<file path="src/rtl/shift_pkg.sv">
package shift_pkg;
  typedef enum logic [1:0] {
    OpShl = 2'd0,
    OpShr = 2'd1,
    OpSar = 2'd2,
    OpRor = 2'd3
  } shOpE;

  typedef struct packed {
    logic adv;       // whole pipe moves one step
    logic carryUpd;  // compute stage holds a live op this step
  } shCtlS;
endpackage

</file>
<file path="src/rtl/shift_ctrl.sv">
module shift_ctrl
  import shift_pkg::*;
(
  input  logic  clk,
  input  logic  rstN,
  input  logic  inValid,
  output logic  inReady,
  input  logic  outReady,
  output logic  outValid,
  output shCtlS ctl
);
  logic v1, v2, v3;
  logic adv;

  assign adv = !v3 || outReady;

  always_ff @(posedge clk) begin
    if (!rstN) begin
      v1 <= 1'b0;
      v2 <= 1'b0;
      v3 <= 1'b0;
    end else if (adv) begin
      v1 <= inValid;
      v2 <= v1;
      v3 <= v2;
    end
  end

  assign inReady      = adv;
  assign outValid     = v3;
  assign ctl.adv      = adv;
  assign ctl.carryUpd = adv && v1;
endmodule

</file>
<file path="src/rtl/shift_dp.sv">
module shift_dp
  import shift_pkg::*;
#(
  parameter int DataW      = 32,
  parameter int CountW     = 6,
  parameter bit SatAllBits = 1'b1
) (
  input  logic              clk,
  input  logic              rstN,
  input  shCtlS             ctl,
  input  logic [DataW-1:0]  inData,
  input  logic [CountW-1:0] inCount,
  input  logic [1:0]        inOp,
  input  logic              inMode,
  output logic [DataW-1:0]  outData,
  output logic              outCarry
);
  localparam int StageN = $clog2(DataW);
  localparam int FunW   = 2 * DataW;

  // stage 1: captured operands
  logic [DataW-1:0]  aQ;
  logic [CountW-1:0] cntQ;
  shOpE              opQ;
  logic              modeQ;

  always_ff @(posedge clk) begin
    if (!rstN) begin
      aQ    <= '0;
      cntQ  <= '0;
      opQ   <= OpShl;
      modeQ <= 1'b0;
    end else if (ctl.adv) begin
      aQ    <= inData;
      cntQ  <= inCount;
      opQ   <= shOpE'(inOp);
      modeQ <= inMode;
    end
  end

  // count decode
  logic [StageN-1:0] effN;
  logic              overBig;
  logic              satHit;

  assign effN = cntQ[StageN-1:0];

  generate
    if (SatAllBits) begin : g_satAll
      assign overBig = |cntQ[CountW-1:StageN];
    end else begin : g_satOne
      assign overBig = cntQ[StageN];
    end
  endgenerate

  assign satHit = modeQ && overBig && (opQ != OpRor);

  // funnel operands; left shift is a right shift of the mirrored word
  logic [DataW-1:0] aRev;
  logic [DataW-1:0] loIn;
  logic [DataW-1:0] hiIn;

  generate
    for (genvar i = 0; i < DataW; i++) begin : g_rev
      assign aRev[i] = aQ[DataW-1-i];
    end
  endgenerate

  always_comb begin
    loIn = (opQ == OpShl) ? aRev : aQ;
    unique case (opQ)
      OpSar:   hiIn = {DataW{aQ[DataW-1]}};
      OpRor:   hiIn = aQ;
      default: hiIn = '0;
    endcase
  end

  // log-depth network
  logic [FunW-1:0] stg [0:StageN];
  assign stg[0] = {hiIn, loIn};

  generate
    for (genvar k = 0; k < StageN; k++) begin : g_stage
      localparam int Dist = 2 ** k;
      assign stg[k+1] = effN[k] ? (stg[k] >> Dist) : stg[k];
    end
  endgenerate

  logic [DataW-1:0] funOut;
  logic [DataW-1:0] funRev;
  assign funOut = stg[StageN][DataW-1:0];

  generate
    for (genvar i = 0; i < DataW; i++) begin : g_unrev
      assign funRev[i] = funOut[DataW-1-i];
    end
  endgenerate

  // result and carry selection
  logic             carryState;
  logic [DataW-1:0] resNext;
  logic             carryNext;
  logic             lastOut;

  assign lastOut = loIn[effN - StageN'(1)];

  always_comb begin
    if (satHit) begin
      resNext   = (opQ == OpSar) ? {DataW{aQ[DataW-1]}} : '0;
      carryNext = (opQ == OpSar) ? aQ[DataW-1] : 1'b0;
    end else begin
      resNext   = (opQ == OpShl) ? funRev : funOut;
      carryNext = (effN == '0) ? carryState : lastOut;
    end
  end

  // stage 2: computed result
  logic [DataW-1:0] resQ;

  always_ff @(posedge clk) begin
    if (!rstN) begin
      resQ       <= '0;
      carryState <= 1'b0;
    end else begin
      if (ctl.adv)      resQ       <= resNext;
      if (ctl.carryUpd) carryState <= carryNext;
    end
  end

  // stage 3: output register
  always_ff @(posedge clk) begin
    if (!rstN) begin
      outData  <= '0;
      outCarry <= 1'b0;
    end else if (ctl.adv) begin
      outData  <= resQ;
      outCarry <= carryState;
    end
  end
endmodule

</file>
<file path="src/rtl/shift_unit.sv">
module shift_unit
  import shift_pkg::*;
#(
  parameter int DataW      = 32,
  parameter int CountW     = 6,
  parameter bit SatAllBits = 1'b1
) (
  input  logic              clk,
  input  logic              rstN,
  input  logic              inValid,
  output logic              inReady,
  input  logic [DataW-1:0]  inData,
  input  logic [CountW-1:0] inCount,
  input  logic [1:0]        inOp,
  input  logic              inMode,
  output logic              outValid,
  input  logic              outReady,
  output logic [DataW-1:0]  outData,
  output logic              outCarry
);
  shCtlS ctl;

  shift_ctrl ctrlI (
    .clk      (clk),
    .rstN     (rstN),
    .inValid  (inValid),
    .inReady  (inReady),
    .outReady (outReady),
    .outValid (outValid),
    .ctl      (ctl)
  );

  shift_dp #(
    .DataW      (DataW),
    .CountW     (CountW),
    .SatAllBits (SatAllBits)
  ) dpI (
    .clk      (clk),
    .rstN     (rstN),
    .ctl      (ctl),
    .inData   (inData),
    .inCount  (inCount),
    .inOp     (inOp),
    .inMode   (inMode),
    .outData  (outData),
    .outCarry (outCarry)
  );
endmodule

</file>
<file path="config.mk">
export PLATFORM = sky130hd
export DESIGN_NAME = shift_unit
export DESIGN_NICKNAME = d
export VERILOG_FILES = /design/src/rtl/shift_pkg.sv /design/src/rtl/shift_ctrl.sv /design/src/rtl/shift_dp.sv /design/src/rtl/shift_unit.sv
export SDC_FILE = /design/constraint.sdc
export NUM_CORES = 1
export LEC_CHECK = 0
export BUFFER_PORTS_ARGS = -buffer_cell sky130_fd_sc_hd__buf_2
export CAP_MARGIN = 10
export CORE_MARGIN = 8
export CORE_UTILIZATION = 50
export DETAILED_ROUTE_END_ITERATION = 7
export PLACE_DENSITY = 0.76
export SYNTH_ARGS = -nofsm -noshare
export SYNTH_HDL_FRONTEND = slang
export SYNTH_SLANG_ARGS = --single-unit
</file>
<file path="constraint.sdc">
create_clock -name clk -period 9.5 [get_ports clk]
set_input_delay 0.475 -clock clk [delete_from_list [all_inputs] [get_ports clk]]
set_output_delay 0.475 -clock clk [all_outputs]
set_load 0.01 [all_outputs]
</file>
==> run_results.csv, run 1 <==
group,metric,value,unit
routing,routed_wirelength,29.4,mm
yosys,synth_fp_nets,1159,
yosys,postSynthRegisterBits,110,
finish,fin_util,54.0,%
critical_path,cp_max_fo,45,
cts,clk_pin_slew_worst_paths,0.08,ns
run,max-cap-violations,0,
finish,final_nets,1134,
floorplanning,top_level_ports,80,
global_routing,grt_pass1_vias,8238,
routing,vias,8920,
worst_hold_path,hold_crit_start,"inData[16]",
global_routing,first_pass_grt_wire_length,46.0,mm
critical_path,worstPathRequired,9.75,ns
worst_hold_path,hold_path_class,"input pin to flip-flop",
routing,drt_pre_antenna_iters,6,
critical_path,cpMostUsedCell,"sky130_fd_sc_hd__mux4_2",
timing,max_freq,0.266,GHz
floorplanning,fp-row-count,49,
yosys,synth.yosys.seq_area_share,23.9,%
timing,timing_worst_slew_pin_value,1.24,ns
routing,drt_drc_violations_left,0,
finish,layout-drive-gt1-share,19.8,%
timing,relative_max_transition_margin,17.1,%
cts,cts_resized,0,
place,io_buffer_count,79,
critical_path,slowest_stage,"sky130_fd_sc_hd__ha_1",
yosys,post_syn_area,9200,um^2
yosys,asyncSetResetFlopFracSynth,0,%
timing,fin_setup_tns,0,ns
floorplanning,floorplan.initialDensity,51.0,%
critical_path,critical_path.startpoint,"dpI.cntQ[1]",
timing,grt_setup_unrepaired,"no",
critical_path,setup.worst_path.class,"flip-flop to flip-flop",
cts,clock_tree_from_tritoncts,"done",
critical_path,critical_path.reg2reg.startpoint,"dpI.cntQ[1]",
yosys,yosys.cell_count.top_type,"sky130_fd_sc_hd__nand2_1",
place,gpl.final_weighted_congestion,0.994,
global_routing,overflow,0,
timing,layout_min_cycle_time,3.75,ns
routing,route.detailed.vias_per_inst,6.75,
floorplanning,core_area,18000,um^2
critical_path,cells_along_the_critical_path,"buf_4, inv_4, ha_1, mux4_2, mux4_2, nor2b_1, a211oi_1, a21oi_1, o2111ai_1, o21ai_1",
yosys,postSynthCellCount,1113,
place,placement.setup.worst_slack,5.80,ns
floorplanning,die_height,152,um
power,power.ir.vdd_worst,0.139,mV
yosys,count_of_flip_flops_with_a_built_in_enable_after_synthesis,0,
cts,number_of_buffers_inserted_by_post_cts_setup_repair,0,
timing,layout_worst_path_cycle_share,39.5,%
global_routing,grt_antenna_before_repair,0,
critical_path,cp_data_arrival_time,4.00,ns
floorplanning,die_x,152,um
power,power.density_cell_area,138,nW/um^2
global_routing,grt_max_degree,112,
yosys,post_synth_num_cell_types,69,
floorplanning,floorplan.die_area,23000,um^2
cts,clk_latency,0.37,ns
cts,cts-hold-fix-buffers,0,
yosys,synthTopCellsByCount,"sky130_fd_sc_hd__nand2_1 (236), sky130_fd_sc_hd__dfxtp_1 (110), sky130_fd_sc_hd__clkbuf_1 (86)",
critical_path,slowest_delay,0.74,ns
cts,numClockSinks,110,
timing,timing_max_transition_violations_final,0,
yosys,synth_ff_type,"sky130_fd_sc_hd__dfxtp_1",
finish,flow.area_growth_from_synthesis,5.89,%
cts,cts-root-to-sink-buffers,2,
finish,diodes,0,
critical_path,cp_num_buf_inv,2,
timing,clock-skew-final,0.00987,ns
timing,setup_viol_count_final,0,
yosys,yosysTopAreaCellShare,23.9,%
run_status,run_status,"finished, final reports clean",
cts,h-tree-depth,3,
place,detailedPlacementHpwl,20.3,mm
routing,dr.first_iter.drc_count,1345,
critical_path,worstSetupEndpointType,"flip-flop",
power,cellLeakagePower,3.61,nW
critical_path,dominant_delay_contributor_by_cell_family_on_the_critical_path,"multiplexers",
routing,wl_per_cell,22.2,um
cts,clock_tree_root,"sky130_fd_sc_hd__clkbuf_16",
global_routing,groute.usage.overall,25.5,%
yosys,yosys_warnings,0,
timing,post_route_worst_setup_slack,5.75,ns
timing,timing_hold_violations_final,0,
yosys,syn_area_per_cell,8.26,um^2
critical_path,critPathLaunchType,"flip-flop",
routing,ant_nets,0,
yosys,synth.top_cells.by_area,"sky130_fd_sc_hd__dfxtp_1 (24%), sky130_fd_sc_hd__mux4_2 (20%), sky130_fd_sc_hd__nand2_1 (9.6%)",
cts,cts_buffers,9,
yosys,synth.largest_area_cell,"sky130_fd_sc_hd__dfxtp_1",
## metal layers
layer	part of all wire (%)	wire length (um)	global-route usage, %
met5	0	0	0
met4	4.6	1360	11.6
met3	12	3480	5.41
met2	44	13000	39.1
met1	39	11500	34.0
## cells in the final DEF, fill, tap and decap left out, drive strengths merged, types with 6 or more instances in the layout
master	netlist	routed
a211oi	11	11
mux2	16	16
o211ai	15	15
o22ai	13	13
nor3	20	20
a22oi	21	21
mux4	82	82
inv	9	10
or3	6	6
o21a	13	13
dfxtp	110	110
nand3	18	18
o21ai	75	75
a31oi	11	11
a21boi	80	80
mux2i	42	42
clkbuf	86	9
o221ai	6	6
nand2b	6	6
nor2	65	65
a21oi	53	53
nand2	236	236
buf	44	94
clkinv	1	7
## final timing paths
| check | endpoint | slack (ns) | cells past startpoint |
|---|---|---|---|
| worst max-delay path | dpI.carryState | 5.75 | 10 |
| worst min-delay path | dpI.aQ[16] | 0.35 | 3 |
| worst max register to register | dpI.carryState | 5.75 | 10 |
| worst min register to register | dpI.outData[26] | 0.46 | 2 |
## area by class of cell
| class | instances | area (um^2) |
|---|---|---|
| Fill cell | 1713 | 8290 |
| Multi-Input combinational cell | 863 | 6380 |
| Sequential cell | 110 | 2210 |
| Timing Repair Buffer | 94 | 508 |
| Tap cell | 229 | 287 |
| Clock buffer | 9 | 225 |
| Clock inverter | 7 | 88.8 |
| Inverter | 10 | 41.3 |
## metrics by stage
| stage | cell area (um^2) | power [mW] | std cells | hold WS (ns) |
|---|---|---|---|---|
| 2_1_floorplan | 9200 | 0.849 | 1113 | 0.440 |
| 3_3_place_gp | 9420 | 0.952 | 1306 | 0.449 |
| 3_5_place_dp | 9420 | 0.956 | 1306 | 0.454 |
| 4_1_cts | 9740 | 1.34 | 1322 | 0.342 |
| 5_1_grt | 9740 | 1.40 | 1322 | 0.347 |
| 6_report | 9740 | 1.34 | 1322 | 0.353 |
## logic make-up (layout without fill, tap and decap cells)
kind of cell,after synthesis,in the layout,share of synthesized area [%]
adder cells (fa/ha/maj),1,1,0.136
flip-flops,110,110,23.9
AO/OA/AOI/OAI,344,344,25.2
multiplexers,140,140,26.7
buffers and inverters,140,120,6.82
XOR/XNOR,4,4,0.381
AND/OR/NAND/NOR,374,374,16.8
## worst reg2reg max path, delay by kind of cell (launching register included)
family | cells | cell delay (ns)
multiplexers | 2 | 1.01
buffers and inverters | 2 | 0.86
adder cells (fa/ha/maj) | 1 | 0.76
AO/OA/AOI/OAI | 4 | 0.56
flip-flops | 1 | 0.32
AND/OR/NAND/NOR | 1 | 0.14
## state kept, by name, summed over array words and instances, names as in the netlist
signal          count
ctrlI.v2            1
dpI.outCarry        1
dpI.carryState      1
ctrlI.outValid      1
ctrlI.v1            1
dpI.resQ           32
dpI.cntQ            6
dpI.modeQ           1
dpI.opQ             2
dpI.outData        32
dpI.aQ             32
## where the power goes
part,internal [mW],switching (mW)
clock network,0.189,0.197
logic,0.179,0.229
registers,0.499,0.0517
total,0.867,0.477
(Power assumes the default switching activity.)
==> inputs of run 2 (changes only) <==
--- a/config.mk
+++ b/config.mk
@@ -5,12 +5,13 @@
 export SDC_FILE = /design/constraint.sdc
 export NUM_CORES = 1
 export LEC_CHECK = 0
+export ABC_AREA = 1
 export BUFFER_PORTS_ARGS = -buffer_cell sky130_fd_sc_hd__buf_2
 export CAP_MARGIN = 10
 export CORE_MARGIN = 8
 export CORE_UTILIZATION = 50
 export DETAILED_ROUTE_END_ITERATION = 7
-export PLACE_DENSITY = 0.76
+export PLACE_DENSITY = 0.79
 export SYNTH_ARGS = -nofsm -noshare
 export SYNTH_HDL_FRONTEND = slang
 export SYNTH_SLANG_ARGS = --single-unit
==> constraint.sdc (replaced) <==
create_clock -name clk -period 3.2 [get_ports clk]
set_input_delay 0.16 -clock clk [delete_from_list [all_inputs] [get_ports clk]]
set_output_delay 0.16 -clock clk [all_outputs]
set_load 0.01 [all_outputs]
==> run 2 against run 1 <==
  * Non-clock buffer count up 11
  * Clock power rose to 3.1 times the previous value
  * Synthesized cell count up 31%
  * Sequential cell count unchanged
  * Clock skew up 0.0042 ns
  * Area after synthesis down 6.1%
  * Die area down 5.5%
  * Global-route usage up 4.1 points
  * Sequential share of layout area up 1.3 points
  * Final cell count up 27%
  * Via count up 17%
  * First-iteration DRC count up 16%
  * Critical path type unchanged
  * Highest routed layer unchanged
==> run_results.csv, run 2 <==
group,metric,value,unit
place,detailedPlacementHpwl,24.1,mm
timing,max_freq,0.368,GHz
global_routing,first_pass_grt_wire_length,51.9,mm
yosys,synth_ff_type,"sky130_fd_sc_hd__dfxtp_1",
routing,dr_wl_met2,14.4,mm
finish,final_nets,1494,
timing,layout_worst_path_cycle_share,84.9,%
critical_path,r2r_slack,0.48,ns
critical_path,cp_max_fo,60,
yosys,yosys_warnings,0,
timing,grt_setup_unrepaired,"no",
cts,clock_tree_from_tritoncts,"done",
global_routing,overflow,0,
routing,route.detailed.vias_per_inst,6.23,
routing,met3_length,3.04,mm
finish,fillerInstances,1801,
yosys,asyncSetResetFlopFracSynth,0,%
power,power.share.combinational,35.1,%
routing,dr.first_iter.drc_count,1554,
place,io_buffer_count,79,
routing,drt_drc_violations_left,0,
timing,fin_setup_tns,0,ns
timing,clock-skew-final,0.0140,ns
yosys,post_synth_num_cell_types,27,
critical_path,cp_data_arrival_time,3.01,ns
finish,layout_common_cells,"sky130_fd_sc_hd__nand3_1 (584), sky130_fd_sc_hd__nand2_1 (272), sky130_fd_sc_hd__o21ai_0 (109)",
yosys,postSynthCellCount,1457,
critical_path,worst_r2r_endpoint,"dpI.resQ[30]",
yosys,syn_area_per_cell,5.92,um^2
cts,clock_tree_root,"sky130_fd_sc_hd__clkbuf_16",
finish,reg_top3,"dpI.aQ (32), dpI.outData (32), dpI.resQ (32)",
worst_hold_path,hold_crit_start,"inCount[5]",
yosys,synthTopCellsByCount,"sky130_fd_sc_hd__nand3_1 (584), sky130_fd_sc_hd__nand2_1 (272), sky130_fd_sc_hd__dfxtp_1 (110)",
power,power.density_cell_area,467,nW/um^2
power,p_clk_share,28.2,%
yosys,synth.yosys.seq_area_share,25.5,%
routing,ant_nets,0,
cts,h-tree-depth,3,
timing,relative_max_transition_margin,35.1,%
cts,cts-root-to-sink-buffers,2,
floorplanning,die_height,147,um
routing,routed_wirelength,32.9,mm
finish,stdcell_area,9200,um^2
power,swShare,41.1,%
worst_hold_path,timing.hold.worst_path_depth,3,
cts,cts_buffers,9,
floorplanning,floorplan.initialDensity,50.4,%
floorplanning,die_x,147,um
cts,cts-hold-fix-buffers,0,
routing,route.top_layer_used,"met4",
timing,setup_viol_count_final,0,
finish,diodes,0,
routing,wl_per_cell,19.6,um
routing,m1WireLength,14.3,mm
cts,clk_latency,0.37,ns
global_routing,grt_max_degree,118,
critical_path,worst_r2r_path_depth,10,
global_routing,grt_pass1_vias,9283,
routing,drt_pre_antenna_iters,6,
run_status,run_status,"finished, final reports clean",
timing,timing_max_transition_violations_final,0,
finish,flow.area_growth_from_synthesis,6.61,%
finish,final_common_cell,"sky130_fd_sc_hd__nand3_1",
critical_path,worstSetupEndpointType,"flip-flop",
power,internal_power,2.53,mW
power,cellLeakagePower,4.46,nW
cts,clk_pin_slew_worst_paths,0.09,ns
place,postPlaceCellArea,8880,um^2
critical_path,critPathLaunchType,"flip-flop",
power,seq_power_share,36.7,%
global_routing,grt_antenna_before_repair,0,
timing,timing_hold_violations_final,0,
yosys,postSynthRegisterBits,110,
yosys,count_of_flip_flops_with_a_built_in_enable_after_synthesis,0,
floorplanning,core_area,17100,um^2
timing,timing_worst_slew_pin_value,0.974,ns
global_routing,groute.usage.overall,29.6,%
critical_path,worstPathRequired,3.50,ns
yosys,synth_fp_nets,1503,
critical_path,critical_path.reg2reg.startpoint,"dpI.opQ[1]",
finish,layout-drive-gt1-share,11.1,%
cts,number_of_buffers_inserted_by_post_cts_setup_repair,0,
yosys,synth.largest_area_cell,"sky130_fd_sc_hd__nand3_1",
critical_path,setup.worst_path.class,"flip-flop to flip-flop",
worst_hold_path,hold_path_class,"input pin to flip-flop",
yosys,yosys.cell_count.top_type,"sky130_fd_sc_hd__nand3_1",
yosys,post_syn_area,8630,um^2
cts,numClockSinks,110,
yosys,yosysTopAreaCellShare,33.9,%
cts,cts_resized,0,
floorplanning,top_level_ports,80,
floorplanning,fp-row-count,48,
run,max-cap-violations,0,
timing,layout_min_cycle_time,2.72,ns
power,power.ir.vdd_worst,0.322,mV
yosys,synth.top_cells.by_area,"sky130_fd_sc_hd__nand3_1 (34%), sky130_fd_sc_hd__dfxtp_1 (26%), sky130_fd_sc_hd__nand2_1 (12%)",
floorplanning,floorplan.die_area,21700,um^2
place,gpl.final_weighted_congestion,1.02,
routing,vias,10500,
worst_hold_path,timing.hold.worst_endpoint,"dpI.cntQ[5]",
power,switching_power_of_the_nets,1.76,mW
==> run 2: cell count changes in the layout (fill, tap and decap cells not counted), sizes merged, moves of 34 or more <==
cell,before,now
a21boi,80,0
mux2i,42,0
o21ai,75,109
nand3,18,603
inv,10,51
nand2,236,283
mux4,82,0
==> run 2: worst max-delay path by stage <==
stage                     start              to
floorplan           dpI.cntQ[0]  dpI.carryState
global placement     dpI.opQ[1]    dpI.resQ[30]
detailed placement   dpI.opQ[1]    dpI.resQ[30]
CTS                  dpI.opQ[1]    dpI.resQ[30]
global route         dpI.opQ[1]    dpI.resQ[30]
finish               dpI.opQ[1]    dpI.resQ[30]
==> run 2: final cells by class <==
type / count / area (um^2) / area share (%)
Clock buffer: 9 / 225 / 2.45
Clock inverter: 7 / 91.3 / 0.993
Inverter: 50 / 198 / 2.15
Multi-Input combinational cell: 1172 / 5580 / 60.7
Sequential cell: 110 / 2210 / 24.0
Tap cell: 225 / 282 / 3.06
Timing Repair Buffer: 105 / 616 / 6.69
==> run 2: power groups by stage <==
| stage | clock (mW) | combinational (mW) | sequential (mW) |
|---|---|---|---|
| 5_1_grt | 1.27 | 1.66 | 1.59 |
| 6_report | 1.21 | 1.51 | 1.58 |
| 2_1_floorplan | 0 | 1.06 | 1.60 |
| 3_3_place_gp | 0 | 1.46 | 1.60 |
| 3_5_place_dp | 0 | 1.46 | 1.60 |
| 4_1_cts | 1.22 | 1.47 | 1.57 |
==> run 2: layer usage <==
layer | global-route usage [%] | up-vias
met5 | 0 | -
met4 | 11.3 | 0
met3 | 4.25 | 57
met2 | 44.7 | 625
met1 | 41.7 | 4776
li1 | - | 4996
==> run 2: critical path, cell delays in order, from the launching register on <==
cell                      delay (ns)
sky130_fd_sc_hd__dfxtp_1        0.59
sky130_fd_sc_hd__nand3_4        0.59
sky130_fd_sc_hd__nand3_1        0.30
sky130_fd_sc_hd__nand3_1        0.16
sky130_fd_sc_hd__nand3_1        0.19
sky130_fd_sc_hd__nand3_1        0.16
sky130_fd_sc_hd__nand3_1        0.17
sky130_fd_sc_hd__nand2_1        0.12
sky130_fd_sc_hd__nand2_1        0.07
sky130_fd_sc_hd__nand3_1        0.10
sky130_fd_sc_hd__a21oi_1        0.16
==> run 2: logic make-up (layout without fill, tap and decap cells) <==
family                   Yosys count  in the layout  synth area share, %
AO/OA/AOI/OAI                    185            185                 10.7
flip-flops                       110            110                 25.5
buffers and inverters            175            171                 9.90
adder cells (fa/ha/maj)            1              1                0.145
AND/OR/NAND/NOR                  983            983                 53.4
XOR/XNOR                           3              3                0.304
==> run 2: metrics by stage <==
stage          instances  utilization, %  power (mW)  worst slack [ns]  hold WS, ns
2_1_floorplan       1457               -        2.65              1.21        0.327
3_3_place_gp        1662            51.9        3.06             0.630        0.413
3_5_place_dp        1662            51.9        3.07             0.568        0.421
4_1_cts             1678            53.8        4.27             0.542       0.0347
5_1_grt             1678            53.8        4.52             0.214       0.0686
6_report            1678            53.8        4.29             0.482       0.0422
